--- src/rtl/dbh_pkg.sv ---
// Package: port map and bit positions shared by the handshake block and
// its bench. Assumes a 2-bit CPU port address.
package dbh_pkg;
    localparam int ADDR_W = 2;
    localparam logic [ADDR_W-1:0] PORT_DATA    = 2'd0;
    localparam logic [ADDR_W-1:0] PORT_CLKHOLD = 2'd1;
    localparam logic [ADDR_W-1:0] PORT_STAT    = 2'd2;
    localparam logic [ADDR_W-1:0] PORT_STAT2   = 2'd3;

    // Control write to PORT_STAT
    localparam int CTL_TMO_START = 0;
    localparam int CTL_OVR_CLR   = 1;
    // Status byte (PORT_STAT read)
    localparam int ST_CRC = 5;
    localparam int ST_OVR = 6;
    // Second status byte (PORT_STAT2 read)
    localparam int ST2_TMO = 6;
    localparam int ST2_AM  = 7;
endpackage

--- src/rtl/dbh_boundary_gen.sv ---
// Byte-boundary generator: counts half-bit strobes and flags the strobe
// that ends each byte. Assumes half_bit_stb is a single-cycle pulse;
// the count is cleared while en is low.
module dbh_boundary_gen #(
    parameter int CELLS = 16
) (
    input  logic clk,
    input  logic rst_n,
    input  logic en,
    input  logic half_stb,
    output logic byte_stb
);
    localparam int CW = (CELLS > 1) ? $clog2(CELLS) : 1;
    localparam logic [CW-1:0] LAST = CW'(CELLS - 1);

    logic [CW-1:0] cnt;

    assign byte_stb = en && half_stb && (cnt == LAST);

    // Half-bit cell counter, wrapping at each byte
    always_ff @(posedge clk) begin
        if (!rst_n || !en) begin
            cnt <= '0;
        end else if (half_stb) begin
            cnt <= (cnt == LAST) ? '0 : cnt + 1'b1;
        end
    end

    // A boundary resets the count, so a boundary never follows a boundary
    // unless a whole byte of strobes fits in one cycle (impossible here).
    AST_NO_BACK_TO_BACK: assert property (@(posedge clk) disable iff (!rst_n)
        byte_stb |=> !byte_stb) else $error("boundary twice in a row");
endmodule

--- src/rtl/dbh_oneshot.sv ---
// Timeout one-shot: start loads a down-counter and clears the flag;
// reaching the end sets the flag and pulses expire for one cycle.
// Assumes CYCLES >= 2. Flag is set out of reset.
module dbh_oneshot #(
    parameter int CYCLES = 56_250_000
) (
    input  logic clk,
    input  logic rst_n,
    input  logic start,
    output logic flag,
    output logic expire
);
    localparam int CW = $clog2(CYCLES + 1);
    localparam logic [CW-1:0] LOADV = CW'(CYCLES);
    localparam logic [CW-1:0] ONE   = CW'(1);

    logic [CW-1:0] cnt;

    assign expire = (cnt == ONE) && !start;

    // Down-counter and timeout flag
    always_ff @(posedge clk) begin
        if (!rst_n) begin
            cnt  <= '0;
            flag <= 1'b1;
        end else if (start) begin
            cnt  <= LOADV;
            flag <= 1'b0;
        end else if (cnt != '0) begin
            cnt <= cnt - 1'b1;
            if (cnt == ONE) flag <= 1'b1;
        end
    end

    AST_TMO_START_CLEARS: assert property (@(posedge clk) disable iff (!rst_n)
        start |=> !flag) else $error("start did not clear timeout");
    AST_TMO_EXPIRE_SETS: assert property (@(posedge clk) disable iff (!rst_n)
        expire |=> flag) else $error("expiry did not set timeout");
endmodule

--- src/rtl/dbh_xfer.sv ---
// Data exchange and stall control. A data-port access raises wait at once
// and is completed at the next byte boundary (or a timeout release);
// the grant is held until the CPU drops the access. Also keeps the
// overrun and CRC error flags. Assumes the CPU holds sel/we/addr/wdata
// stable while wait is high.
module dbh_xfer
    import dbh_pkg::*;
(
    input  logic              clk,
    input  logic              rst_n,
    input  logic              byte_stb,
    input  logic              tmo_release,
    input  logic              rd_mode,
    input  logic              cpu_sel,
    input  logic              cpu_we,
    input  logic [ADDR_W-1:0] cpu_addr,
    input  logic [7:0]        cpu_wdata,
    input  logic              ovr_clr,
    input  logic [7:0]        disk_data,
    input  logic [7:0]        disk_clk,
    input  logic [15:0]       crc_reg,
    output logic              cpu_wait,
    output logic [7:0]        rd_hold,
    output logic [7:0]        chold,
    output logic [7:0]        dsr,
    output logic [7:0]        csr,
    output logic              ovr_flag,
    output logic              crc_err
);
    logic is_data;
    logic acc_now;
    logic grant;

    assign is_data  = cpu_sel && (cpu_addr == PORT_DATA);
    assign acc_now  = is_data && !grant;
    assign cpu_wait = acc_now;

    // Grant: set when the pending access is completed, dropped with the access
    always_ff @(posedge clk) begin
        if (!rst_n || !is_data) begin
            grant <= 1'b0;
        end else if (acc_now && (byte_stb || tmo_release)) begin
            grant <= 1'b1;
        end
    end

    // Shift registers: disk-side load in read mode, CPU write overrides
    always_ff @(posedge clk) begin
        if (!rst_n) begin
            dsr <= '0;
            csr <= '0;
        end else if (byte_stb) begin
            if (acc_now && cpu_we) begin
                dsr <= cpu_wdata;
                csr <= chold;
            end else if (rd_mode) begin
                dsr <= disk_data;
                csr <= disk_clk;
            end
        end
    end

    // Read-return byte captured when a read completes at a boundary
    always_ff @(posedge clk) begin
        if (!rst_n) begin
            rd_hold <= '0;
        end else if (byte_stb && acc_now && !cpu_we) begin
            rd_hold <= rd_mode ? disk_data : dsr;
        end
    end

    // Clock holding register: CPU port write or copy on read completion
    always_ff @(posedge clk) begin
        if (!rst_n) begin
            chold <= '0;
        end else if (cpu_sel && cpu_we && (cpu_addr == PORT_CLKHOLD)) begin
            chold <= cpu_wdata;
        end else if (byte_stb && acc_now && !cpu_we) begin
            chold <= rd_mode ? disk_clk : csr;
        end
    end

    // Overrun flag: set by an idle boundary, which wins over a clear
    always_ff @(posedge clk) begin
        if (!rst_n) begin
            ovr_flag <= 1'b0;
        end else if (byte_stb && !acc_now) begin
            ovr_flag <= 1'b1;
        end else if (ovr_clr) begin
            ovr_flag <= 1'b0;
        end
    end

    // CRC error flag sampled at each boundary
    always_ff @(posedge clk) begin
        if (!rst_n) begin
            crc_err <= 1'b0;
        end else if (byte_stb) begin
            crc_err <= (crc_reg != 16'h0000);
        end
    end

    AST_WAIT_RELEASE_ON_EVENT: assert property (@(posedge clk) disable iff (!rst_n)
        ($past(cpu_wait) && !cpu_wait && cpu_sel && $past(cpu_sel)
         && (cpu_addr == PORT_DATA) && ($past(cpu_addr) == PORT_DATA))
        |-> $past(byte_stb || tmo_release)) else $error("wait dropped early");
    AST_WR_EXCHANGE: assert property (@(posedge clk) disable iff (!rst_n)
        (byte_stb && cpu_wait && cpu_we)
        |=> (dsr == $past(cpu_wdata)) && (csr == $past(chold))) else $error("write exchange");
    AST_RD_EXCHANGE: assert property (@(posedge clk) disable iff (!rst_n)
        (byte_stb && cpu_wait && !cpu_we && rd_mode)
        |=> (rd_hold == $past(disk_data)) && (chold == $past(disk_clk))) else $error("read exchange");
    AST_OVR_ON_IDLE_BOUNDARY: assert property (@(posedge clk) disable iff (!rst_n)
        (byte_stb && !cpu_wait) |=> ovr_flag) else $error("overrun missed");
    AST_CRC_FOLLOWS: assert property (@(posedge clk) disable iff (!rst_n)
        byte_stb |=> (crc_err == ($past(crc_reg) != 16'h0000))) else $error("crc flag");
endmodule

--- src/rtl/disk_byte_handshake.sv ---
// Top: byte-boundary CPU handshake for a serial disk data path. Ties the
// boundary generator, the timeout one-shot and the exchange logic
// together and decodes the CPU port. Assumes single-cycle strobes for
// accesses to ports 1..3.
module disk_byte_handshake
    import dbh_pkg::*;
#(
    parameter int CELLS_PER_BYTE = 16,
    parameter int TIMEOUT_CYCLES = 56_250_000
) (
    input  logic        clk,
    input  logic        rst_n,
    input  logic        half_bit_stb,
    input  logic        xfer_en,
    input  logic        rd_mode,
    input  logic        margin_en,
    input  logic        amark_in,
    input  logic        cpu_sel,
    input  logic        cpu_we,
    input  logic [1:0]  cpu_addr,
    input  logic [7:0]  cpu_wdata,
    output logic [7:0]  cpu_rdata,
    output logic        cpu_wait,
    input  logic [7:0]  disk_data_in,
    input  logic [7:0]  disk_clk_in,
    input  logic [15:0] crc_in,
    output logic [7:0]  dsr_out,
    output logic [7:0]  csr_out
);
    logic       byte_stb;
    logic       ctl_wr;
    logic       tmo_start;
    logic       ovr_clr;
    logic       tmo_flag;
    logic       tmo_expire;
    logic       ovr_flag;
    logic       crc_err;
    logic [7:0] rd_hold;
    logic [7:0] chold;

    assign ctl_wr    = cpu_sel && cpu_we && (cpu_addr == PORT_STAT);
    assign tmo_start = ctl_wr && cpu_wdata[CTL_TMO_START];
    assign ovr_clr   = ctl_wr && cpu_wdata[CTL_OVR_CLR];

    dbh_boundary_gen #(.CELLS(CELLS_PER_BYTE)) u_bnd (
        .clk      (clk),
        .rst_n    (rst_n),
        .en       (xfer_en),
        .half_stb (half_bit_stb),
        .byte_stb (byte_stb)
    );

    dbh_oneshot #(.CYCLES(TIMEOUT_CYCLES)) u_tmo (
        .clk    (clk),
        .rst_n  (rst_n),
        .start  (tmo_start),
        .flag   (tmo_flag),
        .expire (tmo_expire)
    );

    dbh_xfer u_xfer (
        .clk         (clk),
        .rst_n       (rst_n),
        .byte_stb    (byte_stb),
        .tmo_release (tmo_expire && margin_en),
        .rd_mode     (rd_mode),
        .cpu_sel     (cpu_sel),
        .cpu_we      (cpu_we),
        .cpu_addr    (cpu_addr),
        .cpu_wdata   (cpu_wdata),
        .ovr_clr     (ovr_clr),
        .disk_data   (disk_data_in),
        .disk_clk    (disk_clk_in),
        .crc_reg     (crc_in),
        .cpu_wait    (cpu_wait),
        .rd_hold     (rd_hold),
        .chold       (chold),
        .dsr         (dsr_out),
        .csr         (csr_out),
        .ovr_flag    (ovr_flag),
        .crc_err     (crc_err)
    );

    // CPU read-data multiplexer
    always_comb begin
        cpu_rdata = '0;
        case (cpu_addr)
            PORT_DATA:    cpu_rdata = rd_hold;
            PORT_CLKHOLD: cpu_rdata = chold;
            PORT_STAT: begin
                cpu_rdata[ST_CRC] = crc_err;
                cpu_rdata[ST_OVR] = ovr_flag;
            end
            default: begin
                cpu_rdata[ST2_TMO] = tmo_flag;
                cpu_rdata[ST2_AM]  = amark_in;
            end
        endcase
    end

    AST_AUX_PORT_NO_STALL: assert property (@(posedge clk) disable iff (!rst_n)
        (cpu_sel && (cpu_addr != PORT_DATA)) |-> !cpu_wait) else $error("aux port stalled");
endmodule

--- config.mk ---
export PLATFORM = sky130hd
export DESIGN_NAME = disk_byte_handshake
export DESIGN_NICKNAME = d
export VERILOG_FILES = /design/src/rtl/dbh_pkg.sv /design/src/rtl/dbh_boundary_gen.sv /design/src/rtl/dbh_oneshot.sv /design/src/rtl/dbh_xfer.sv /design/src/rtl/disk_byte_handshake.sv
export SDC_FILE = /design/constraint.sdc
export NUM_CORES = 1
export LEC_CHECK = 0
export ABC_AREA = 1
export BUFFER_PORTS_ARGS = -buffer_cell sky130_fd_sc_hd__buf_2
export CORE_MARGIN = 3
export CORE_UTILIZATION = 40
export CTS_BUF_LIST = sky130_fd_sc_hd__clkbuf_16
export DETAILED_ROUTE_END_ITERATION = 6
export PLACE_DENSITY_LB_ADDON = 0.3
export SYNTH_ARGS = -nofsm -noshare
export SYNTH_HDL_FRONTEND = slang
export SYNTH_HIERARCHICAL = 1
export SYNTH_SLANG_ARGS = --single-unit
--- constraint.sdc ---
create_clock -name clk -period 5.14 [get_ports clk]
set_input_delay 0.771 -clock clk [delete_from_list [all_inputs] [get_ports clk]]
set_output_delay 0.771 -clock clk [all_outputs]
set_load 0.02 [all_outputs]
Yosys cells after proc, flatten, opt, wreduce, memory -nomap -nowiden --
Cells that the tools add are included.
Storage, ports and cells: input port bits 51, logic and storage cells 71, register bits after elaboration 66, output and inout port bits 25
Cells by class: multiplexer cells 18, bitwise logic cells 1, $add $sub $neg 2, reduce and logical (&&, ||, !) cells 35, eq/ne operators 4
Operators with widths (count):
- 26-bit 2-to-1 mux | 2
- 8-bit 2-to-1 mux | 6
- 26-bit by 1-bit == test with 1-bit output (second input constant) | 1
- 26-bit nonzero test | 1
- 26-bit by 1-bit subtractor with 26-bit output (second input constant) | 1
- 1-bit logical AND | 16
- 16-bit nonzero test | 1
- 5-bit one-hot mux with 2 select lines | 1
- 1-bit one-hot mux with 3 select lines | 3
- 2-bit nonzero test | 4
- 1-bit logical NOT | 7
- 1-bit 2-to-1 mux | 5
- 4-bit by 1-bit adder with 4-bit output (second input constant) | 1
- 4-bit == test (second input constant) | 1
- 4-bit 2-to-1 mux | 1
- 1-bit logical OR | 3
- 2-bit by 1-bit == test with 1-bit output (second input constant) | 1
- 2-bit == test (second input constant) | 1
- 2-bit logical NOT | 1
- 2-bit AND reduction | 1
- 2-bit OR reduction | 1
- 1-bit NOT | 1

Logic depth before layout (Yosys ltp) --
Gate-level depths: netlist of run 1.
depth in word-level cells 8, mapped depth 11, depth with buffers taken out 11

Cells and area by module --
The synthesis of run 1 kept the hierarchy.
By module, submodules not included:
- dbh_xfer | cells each 273, instances 1, seq. area each 700.7 um^2, area an instance 1843.0 um^2
- dbh_oneshot | cells each 232, instances 1, seq. area each 540.5 um^2, area an instance 1685.4 um^2
- dbh_boundary_gen | cells each 29, instances 1, seq. area each 80.1 um^2, area an instance 195.2 um^2
- disk_byte_handshake | cells each 40, instances 1, seq. area each 0.0 um^2, area an instance 166.4 um^2

Worst setup path before layout of run 1 --
Ideal clock, no wire load.
path type in2out, from input cpu_addr[1], to output cpu_wait, path buffers 1, arrival 1272 ps, setup slack 3097 ps, data required time 4369 ps, stages 4, path through nor2_4 > nand3_2 > inv_2 > buf_6
On the way: word-level cells in the longest chain between the ends 3
RTL lines:
- from (decl) | RTL line disk_byte_handshake.sv:20 | input logic [1:0] cpu_addr,
- 2-bit logical NOT | RTL line dbh_xfer.sv:34 | assign is_data = cpu_sel && (cpu_addr == PORT_DATA);
- 1-bit logical AND | RTL line dbh_xfer.sv:34
- 1-bit logical AND | RTL line dbh_xfer.sv:35 | assign acc_now = is_data && !grant;
- to (decl) | RTL line disk_byte_handshake.sv:23 | output logic cpu_wait,
No other way between the ends.

Worst setup path after layout of run 1 --
Same ends and word-level chain as after synthesis.

==> metrics.md, run 1 <==
| Metric | Value |
|---|---|
| Status | `completed` |
| Worst-path clk slew | `60 ps` |
| XOR/XNOR share of the synthesized area | `2.70%` |
| Final ANT Viol Nets | `0` |
| Pleak | `~0.0021 µW` |
| Max incr delay on CP | `270 ps` |
| Final instance area | `around 0.0046 mm²` |
| Post-Syn Area per Cell | `slightly below 7 µm²` |
| Leading cell type in the layout, fill and taps excluded | `nand2_1` |
| Fillers | `940` |
| Input/output buffers | `between 70 and 80` |
| Crit end category | `output port` |
| CP required | `approximately 4400 ps` |
| Clock Tree Root | `clkbuf_16` |
| Clock latency on the worst-skew pair | `between 300 and 400 ps` |
| Period utilization | `49.3%` |
| Largest net degree at the start of global routing | `33` |
| Crit path max-delay family | `buffers and inverters` |
| Final setup viols | `0` |
| Wirelength, routed | `about 10000 µm` |
| Reg2reg setup slack | `2870 ps` |
| CTS Sinks | `66` |
| First-pass GRT wire length | `about 17000 µm` |
| Dpl hpwl | `about 7600 µm` |
| Compound-Gate Fraction of Synth Area | `about 15%` |
| DR vias | `3899` |
| Die X-Extent | `between 100 and 150 µm` |
| DRT iter0 DRCs | `a little under 300` |
| Post-synth EDFFs | `0` |
| Grt ovf | `0` |
| Max cap viols | `0` |
| Initial antenna violation count | `0` |
| F_max | `around 400 MHz` |
| Adder-Cell Fraction of Synth Area | `under 10%` |
| Reg-to-reg startpoint | `u_bnd/cnt[0]` |
| Slew Limit Fails | `0` |
| Drt wl/cell | `between 10 and 15 µm` |
| R2r worst-path depth | `10` |
| Num rows | `35` |
| Post-layout nets | `approximately 700` |
| Post-CTS setup buffers | `0` |
| Prevailing post-synth register cell | `dfxtp_1` |
| Synth Warn # | `6` |
| CORE AREA | `approximately 0.0093 mm²` |
| Type of the tightest min-delay check | `reg -> reg` |
| Shortest period the worst path allows | `between 2000 and 3000 ps` |
| Dpl ws | `between 2000 and 2500 ps` |
| Seq/Total Area, Yosys | `roughly a third` |
| Drt drc | `0` |
| Die Area | `about 0.011 mm²` |
| Crit-path max FO | `17` |
| Relative slew slack | `56.2%` |
| Type of origin of the critical path | `input pin` |
| Cell Area, Synth | `between 0.003 and 0.004 mm²` |
| Power Dens Cells | `553 mW/mm²` |
| GR Util All Layers | `18.9%` |
| CP dominant cell by count | `buf_2` |
| Post-CTS sizing | `0` |
| Crit path cell chain | `buf_2, nor2_4, nand3_2, inv_2, buf_2` |
| Sequential cell area | `about 0.0013 mm²` |
| Top-level port count | `76` |
| Largest family of logic cells by synthesized area | `simple AND/OR/NAND/NOR gates` |
| TritonCTS clock tree | `yes` |
| Commonest cells after routing, fill and taps aside | `127 x nand2_1, 75 x nor2_1, 75 x buf_2` |
| Placed cells | `between 700 and 800` |
| CTS Buffer Depth | `2` |
| CP max-delay cell | `inv_2` |
| First-pass DRT Iterations | `5` |
| Placed cell area | `around 0.0043 mm²` |
| Proportion of synthesized area in mux cells | `0%` |
| GPL Wtd Cong | `roughly 0.91` |
| Post-synth net total | `around 630` |
| Share of post-route cells with drive strength above 1 | `23.2%` |
| Worst ir drop on vdd | `~240 µV` |
| Post-Synth Simple-Gate Area | `roughly 40%` |
| Fin cells | `a little under 800` |
| Worst EP arrival | `1760 ps` |
| Worst R2R End | `u_xfer/chold[6]` |
| RSZ-0062 raised after global routing | `no` |
| Antenna fix cells | `0` |
| Worst Skew | `around 7.3 ps` |
| Hold violation total from the final report | `0` |
| Distinct cell type count after synthesis | `35` |
| Hold_sp | `u_xfer/rd_hold[3]` |
| Hold-fix buffer count after cts | `0` |
| Vias in the first global route | `between 3000 and 4000` |
| Hold path endpoint | `u_xfer/rd_hold[3]` |
| Setup TNS | `0 ps` |
| Hold path depth | `2` |
| Multi-input logic area | `0.00226 mm²` |
| Die H | `approximately 100 µm` |
| Buf/Inv on CP | `3` |
| CTS buffer count | `9` |
| Setup ws final | `2610 ps` |
| Worst Tran Pin Value | `around 660 ps` |
| Synth async-reset ratio | `0%` |
| #FFs+latches synth | `66` |
| Kind of critical path | `in -> out` |
| Drt via density | `5.02` |
| P&R area growth vs syn | `19.2%` |
| H-tree Lvls | `3` |
| Cells after synthesis | `~570` |
| Starting Density | `about two fifths` |
power by group:
| part | leakage (µW) | internal [µW] | switching (µW) | total [µW] |
|---|---|---|---|---|
| clock network | 0.000149 | 423 | 228 | 651 |
| registers | 0.000536 | 604 | 106 | 711 |
| logic | 0.00140 | 423 | 778 | 1200 |
area by class of cell:
class | instances | share of cell area [%]
inverter | 51 | 4.13
multi-input combinational | 438 | 48.8
clock buffer | 9 | 4.86
clock inverter | 7 | 2.00
tap | 129 | 3.48
timing repair buffer | 76 | 8.26
sequential | 66 | 28.5
tightest hold or removal path: stages (launching register included):
cell and delay [ps]:
dfxtp_1 320, nor2_1 50, nor2_1 80
state kept, by name, indices dropped and copies added, names as in the netlist:
register         cells
u_xfer/dsr           8
u_tmo/flag           1
u_tmo/cnt           26
u_xfer/chold         8
u_xfer/csr           8
u_bnd/cnt            4
u_xfer/rd_hold       8
u_xfer/crc_err       1
u_xfer/grant         1
u_xfer/ovr_flag      1
synthesized netlist by cell type (3+ instances only):
library cell / count / share of area, %
nand4_1: 9 / 1.4
dfxtp_1: 66 / 34
a21oi_2: 10 / 2.3
inv_1: 42 / 4.1
xor2_1: 3 / 0.68
nand2_1: 127 / 12
nor2_2: 14 / 2.3
a21o_1: 3 / 0.58
clkbuf_1: 9 / 0.87
nand2_2: 6 / 0.97
nor2_1: 75 / 7.2
buf_6: 5 / 1.4
xnor2_1: 9 / 2.0
inv_2: 8 / 0.77
nor2_4: 4 / 1.2
nand3_2: 8 / 2.1
nand3_1: 57 / 7.3
o21ai_0: 42 / 5.4
a21oi_1: 50 / 6.4
buf_2: 3 / 0.39
nor3_1: 4 / 0.51
ha_1: 4 / 1.3
logic make-up after synthesis:
family          count (synthesis)
flops                          66
simple gates                  315
xor+xnor                       12
buf+inv                        70
fa+ha+maj                       4
compound gates                107
per-stage QoR:
stage | util, % | total power, µW | hold WS (ps)
2_1_floorplan | - | 1670 | 443
3_3_place_gp | 46.3 | 1870 | 460
3_5_place_dp | 46.3 | 1890 | 472
4_1_cts | 49.7 | 2570 | 485
5_1_grt | 49.7 | 2760 | 501
6_report | 49.7 | 2560 | 485
layer usage:
layer / GRT usage (%) / up-vias / share of wire [%] / routed length [µm]
met4: 5.44 / 0 / 1.2 / 131
li1: - / 2014 / - / -
met5: 0 / - / 0 / 0
met1: 26.5 / 1770 / 48 / 5050
met2: 29.6 / 105 / 45 / 4750
met3: 3.52 / 10 / 5.3 / 554
how the worst max path moves through the flow:
stage | depth (start not counted) | slack (ps) | end | from
CTS | 5 | 2620 | cpu_wait | cpu_addr[1]
global placement | 8 | 2520 | u_tmo/cnt[8] | cpu_addr[1]
floorplan | 4 | 3100 | cpu_wait | cpu_addr[1]
global route | 5 | 2550 | cpu_wait | cpu_addr[1]
finish | 5 | 2610 | cpu_wait | cpu_addr[1]
detailed placement | 8 | 2450 | u_tmo/cnt[8] | cpu_addr[1]
Note: power is estimated with default switching activity, not from simulation.
==> run 2, diff against run 1 <==
clock period = 2.3 ns   (was 5.14 ns; I/O delays follow)
==> run 2 against run 1 <==
Cell area up 1.2%. Highest routed layer unchanged. Sequential share of layout area down 0.33 points. Power up 130%. Worst hold slack worse by 200 ps. Critical path type is now reg -> reg. Critical path depth rose by 4. Non-clock buffer count grew 3.
==> metrics.md, run 2 (same netlist as run 1, synthesis figures left out) <==
| Metric | Value |
|---|---|
| Status | `completed` |
| Setup TNS | `0 ps (unchanged)` |
| Switching Share | `42.3% (-1.1 points)` |
| Share of post-route cells with drive strength above 1 | `23.7% (+0.51 points)` |
| Shortest period the worst path allows | `~2000 ps` |
| F_max | `around 500 MHz` |
| Input/output buffers | `75 (unchanged)` |
| Relative slew slack | `62.1% (+5.9 points)` |
| Reg2reg setup slack | `300 ps (-2570 ps)` |
| Post-CTS setup buffers | `0 (unchanged)` |
| Power Dens Cells | `1240 mW/mm² (+130%)` |
| Vias in the first global route | `3735 (+5.9%)` |
| Worst ir drop on vdd | `629 µV (+160%)` |
| Clk pwr share | `27.5% (+2.1 points)` |
| First-pass DRT Iterations | `4 (-1)` |
| Final setup viols | `0 (unchanged)` |
| Hold violation total from the final report | `0 (unchanged)` |
| Crit-path max FO | `18 (+1)` |
| Dpl hpwl | `7760 µm (+2.3%)` |
| Die X-Extent | `105 µm (unchanged)` |
| Worst EP arrival | `2250 ps (+490 ps)` |
| Drt drc | `0 (unchanged)` |
| Initial antenna violation count | `0 (unchanged)` |
| CTS Sinks | `66 (unchanged)` |
| GR Util All Layers | `19.5% (+0.62 points)` |
| Sequential share of power | `27.0% (-0.7 points)` |
| CORE AREA | `0.00933 mm² (unchanged)` |
| Num rows | `35 (unchanged)` |
| Worst Tran Pin Value | `566 ps (-89.2 ps)` |
| Slew Limit Fails | `0 (unchanged)` |
| Largest Register | `u_tmo/cnt` |
| Post-CTS sizing | `0 (unchanged)` |
| Post-layout nets | `700 (+0.43%)` |
| TritonCTS clock tree | `yes` |
| Comb pwr share | `45.5% (-1.4 points)` |
| GPL Wtd Cong | `0.912 (-0.21%)` |
| Max cap viols | `0 (unchanged)` |
| Starting Density | `41.7% (unchanged)` |
| Crit end category | `flip-flop` |
| Hold slack final | `284 ps (-201 ps)` |
| Die H | `105 µm (unchanged)` |
| Final ANT Viol Nets | `0 (unchanged)` |
| Drt via density | `5.04 (+0.38%)` |
| Period utilization | `87.0%` |
| Top-level port count | `76 (unchanged)` |
| RSZ-0062 raised after global routing | `no` |
| Clock latency on the worst-skew pair | `330 ps (about the same)` |
| Internal | `3370 µW (+130%)` |
| Commonest cells after routing, fill and taps aside | `127 x nand2_1, 75 x nor2_1, 75 x buf_2` |
| CTS buffer count | `9 (unchanged)` |
| Clock Tree Root | `clkbuf_16` |
| NetSw | `2470 µW (+120%)` |
| Leading cell type in the layout, fill and taps excluded | `nand2_1` |
| Hold-fix buffer count after cts | `0 (unchanged)` |
| First-pass GRT wire length | `17700 µm (+3.7%)` |
| Fillers | `946 (+0.64%)` |
| Drt wl/cell | `13.7 µm (+1.2%)` |
| Type of origin of the critical path | `flip-flop` |
| Grt ovf | `0 (unchanged)` |
| DRT iter0 DRCs | `296 (+1.7%)` |
| DR vias | `3929 (+0.77%)` |
| H-tree Lvls | `3 (unchanged)` |
| Worst Skew | `10.1 ps (+2.80 ps)` |
| Wirelength, routed | `10700 µm (+1.6%)` |
| Die Area | `0.0109 mm² (unchanged)` |
| Largest net degree at the start of global routing | `33 (unchanged)` |
| Antenna fix cells | `0 (unchanged)` |
| CTS Buffer Depth | `2 (unchanged)` |
| Pleak | `0.00212 µW (+1.7%)` |
| Kind of critical path | `reg -> reg` |
| Worst-path clk slew | `60 ps (about the same)` |
| CP required | `2550 ps (-1820 ps)` |
| Type of the tightest min-delay check | `in -> reg` |
| Largest register FFs | `26 (unchanged)` |
| P&R area growth vs syn | `20.6%` |
[run 2: changes by cell type in the layout (fill, tap and decap cells not counted)]
cell        previous run  this run
buf_4                  1         4
clkinv_4               0         3
clkinvlp_4             2         0
bufinv_16              2         3
clkinv_1               2         1
clkinv_2               1         0
[run 2: path summary, 6_finish.rpt]
check	startpoint	end	depth (start not counted)
worst max-delay path	u_bnd/cnt[0]	u_xfer/chold[7]	9
worst min register to register	u_xfer/rd_hold[0]	u_xfer/rd_hold[0]	2
worst max register to register	u_bnd/cnt[0]	u_xfer/chold[7]	9
worst min-delay path	xfer_en	u_bnd/cnt[1]	3
[run 2: power by group through the flow]
stage	Clock, µW	Combinational (µW)	Sequential [µW]
5_1_grt	1690	3000	1600
6_report	1600	2660	1580
4_1_cts	1630	2640	1570
3_3_place_gp	0	2560	1590
2_1_floorplan	0	2190	1540
3_5_place_dp	0	2610	1590
[run 2: metal layers]
| metal | track usage (%) | vias up | routed length, µm |
|---|---|---|---|
| met2 | 30.8 | 123 | 4890 |
| met5 | 0 | - | 0 |
| li1 | - | 2020 | - |
| met3 | 4.45 | 9 | 763 |
| met1 | 26.4 | 1777 | 4890 |
| met4 | 6.47 | 0 | 112 |
[run 2: final cells by class]
class / instances / area (µm²) / area share [%]
tap: 129 / 161 / 3.44
multi-input combinational: 438 / 2260 / 48.2
timing repair buffer: 79 / 405 / 8.64
inverter: 51 / 191 / 4.08
sequential: 66 / 1320 / 28.2
clock inverter: 7 / 125 / 2.67
clock buffer: 9 / 225 / 4.80
[run 2: worst max-delay path, cell delays in order (launching register included)]
cell	delay (ps)
dfxtp_1	380
ha_1	210
nand4_1	120
nor2_1	170
inv_2	180
nor2_1	210
nand4_4	270
nand2_4	190
nand2_1	70
a21oi_1	130
[run 2: metrics by stage]
step | setup slack, ps | util (%) | cell area [µm²] | total power, µW | cells
6_report | 299 | 50.3 | 4690 | 5840 | 779
5_1_grt | 102 | 50.3 | 4690 | 6290 | 779
4_1_cts | 307 | 50.3 | 4690 | 5840 | 779
3_5_place_dp | 315 | 46.5 | 4340 | 4210 | 763
3_3_place_gp | 441 | 46.5 | 4340 | 4140 | 763
2_1_floorplan | 639 | - | 3890 | 3730 | 574
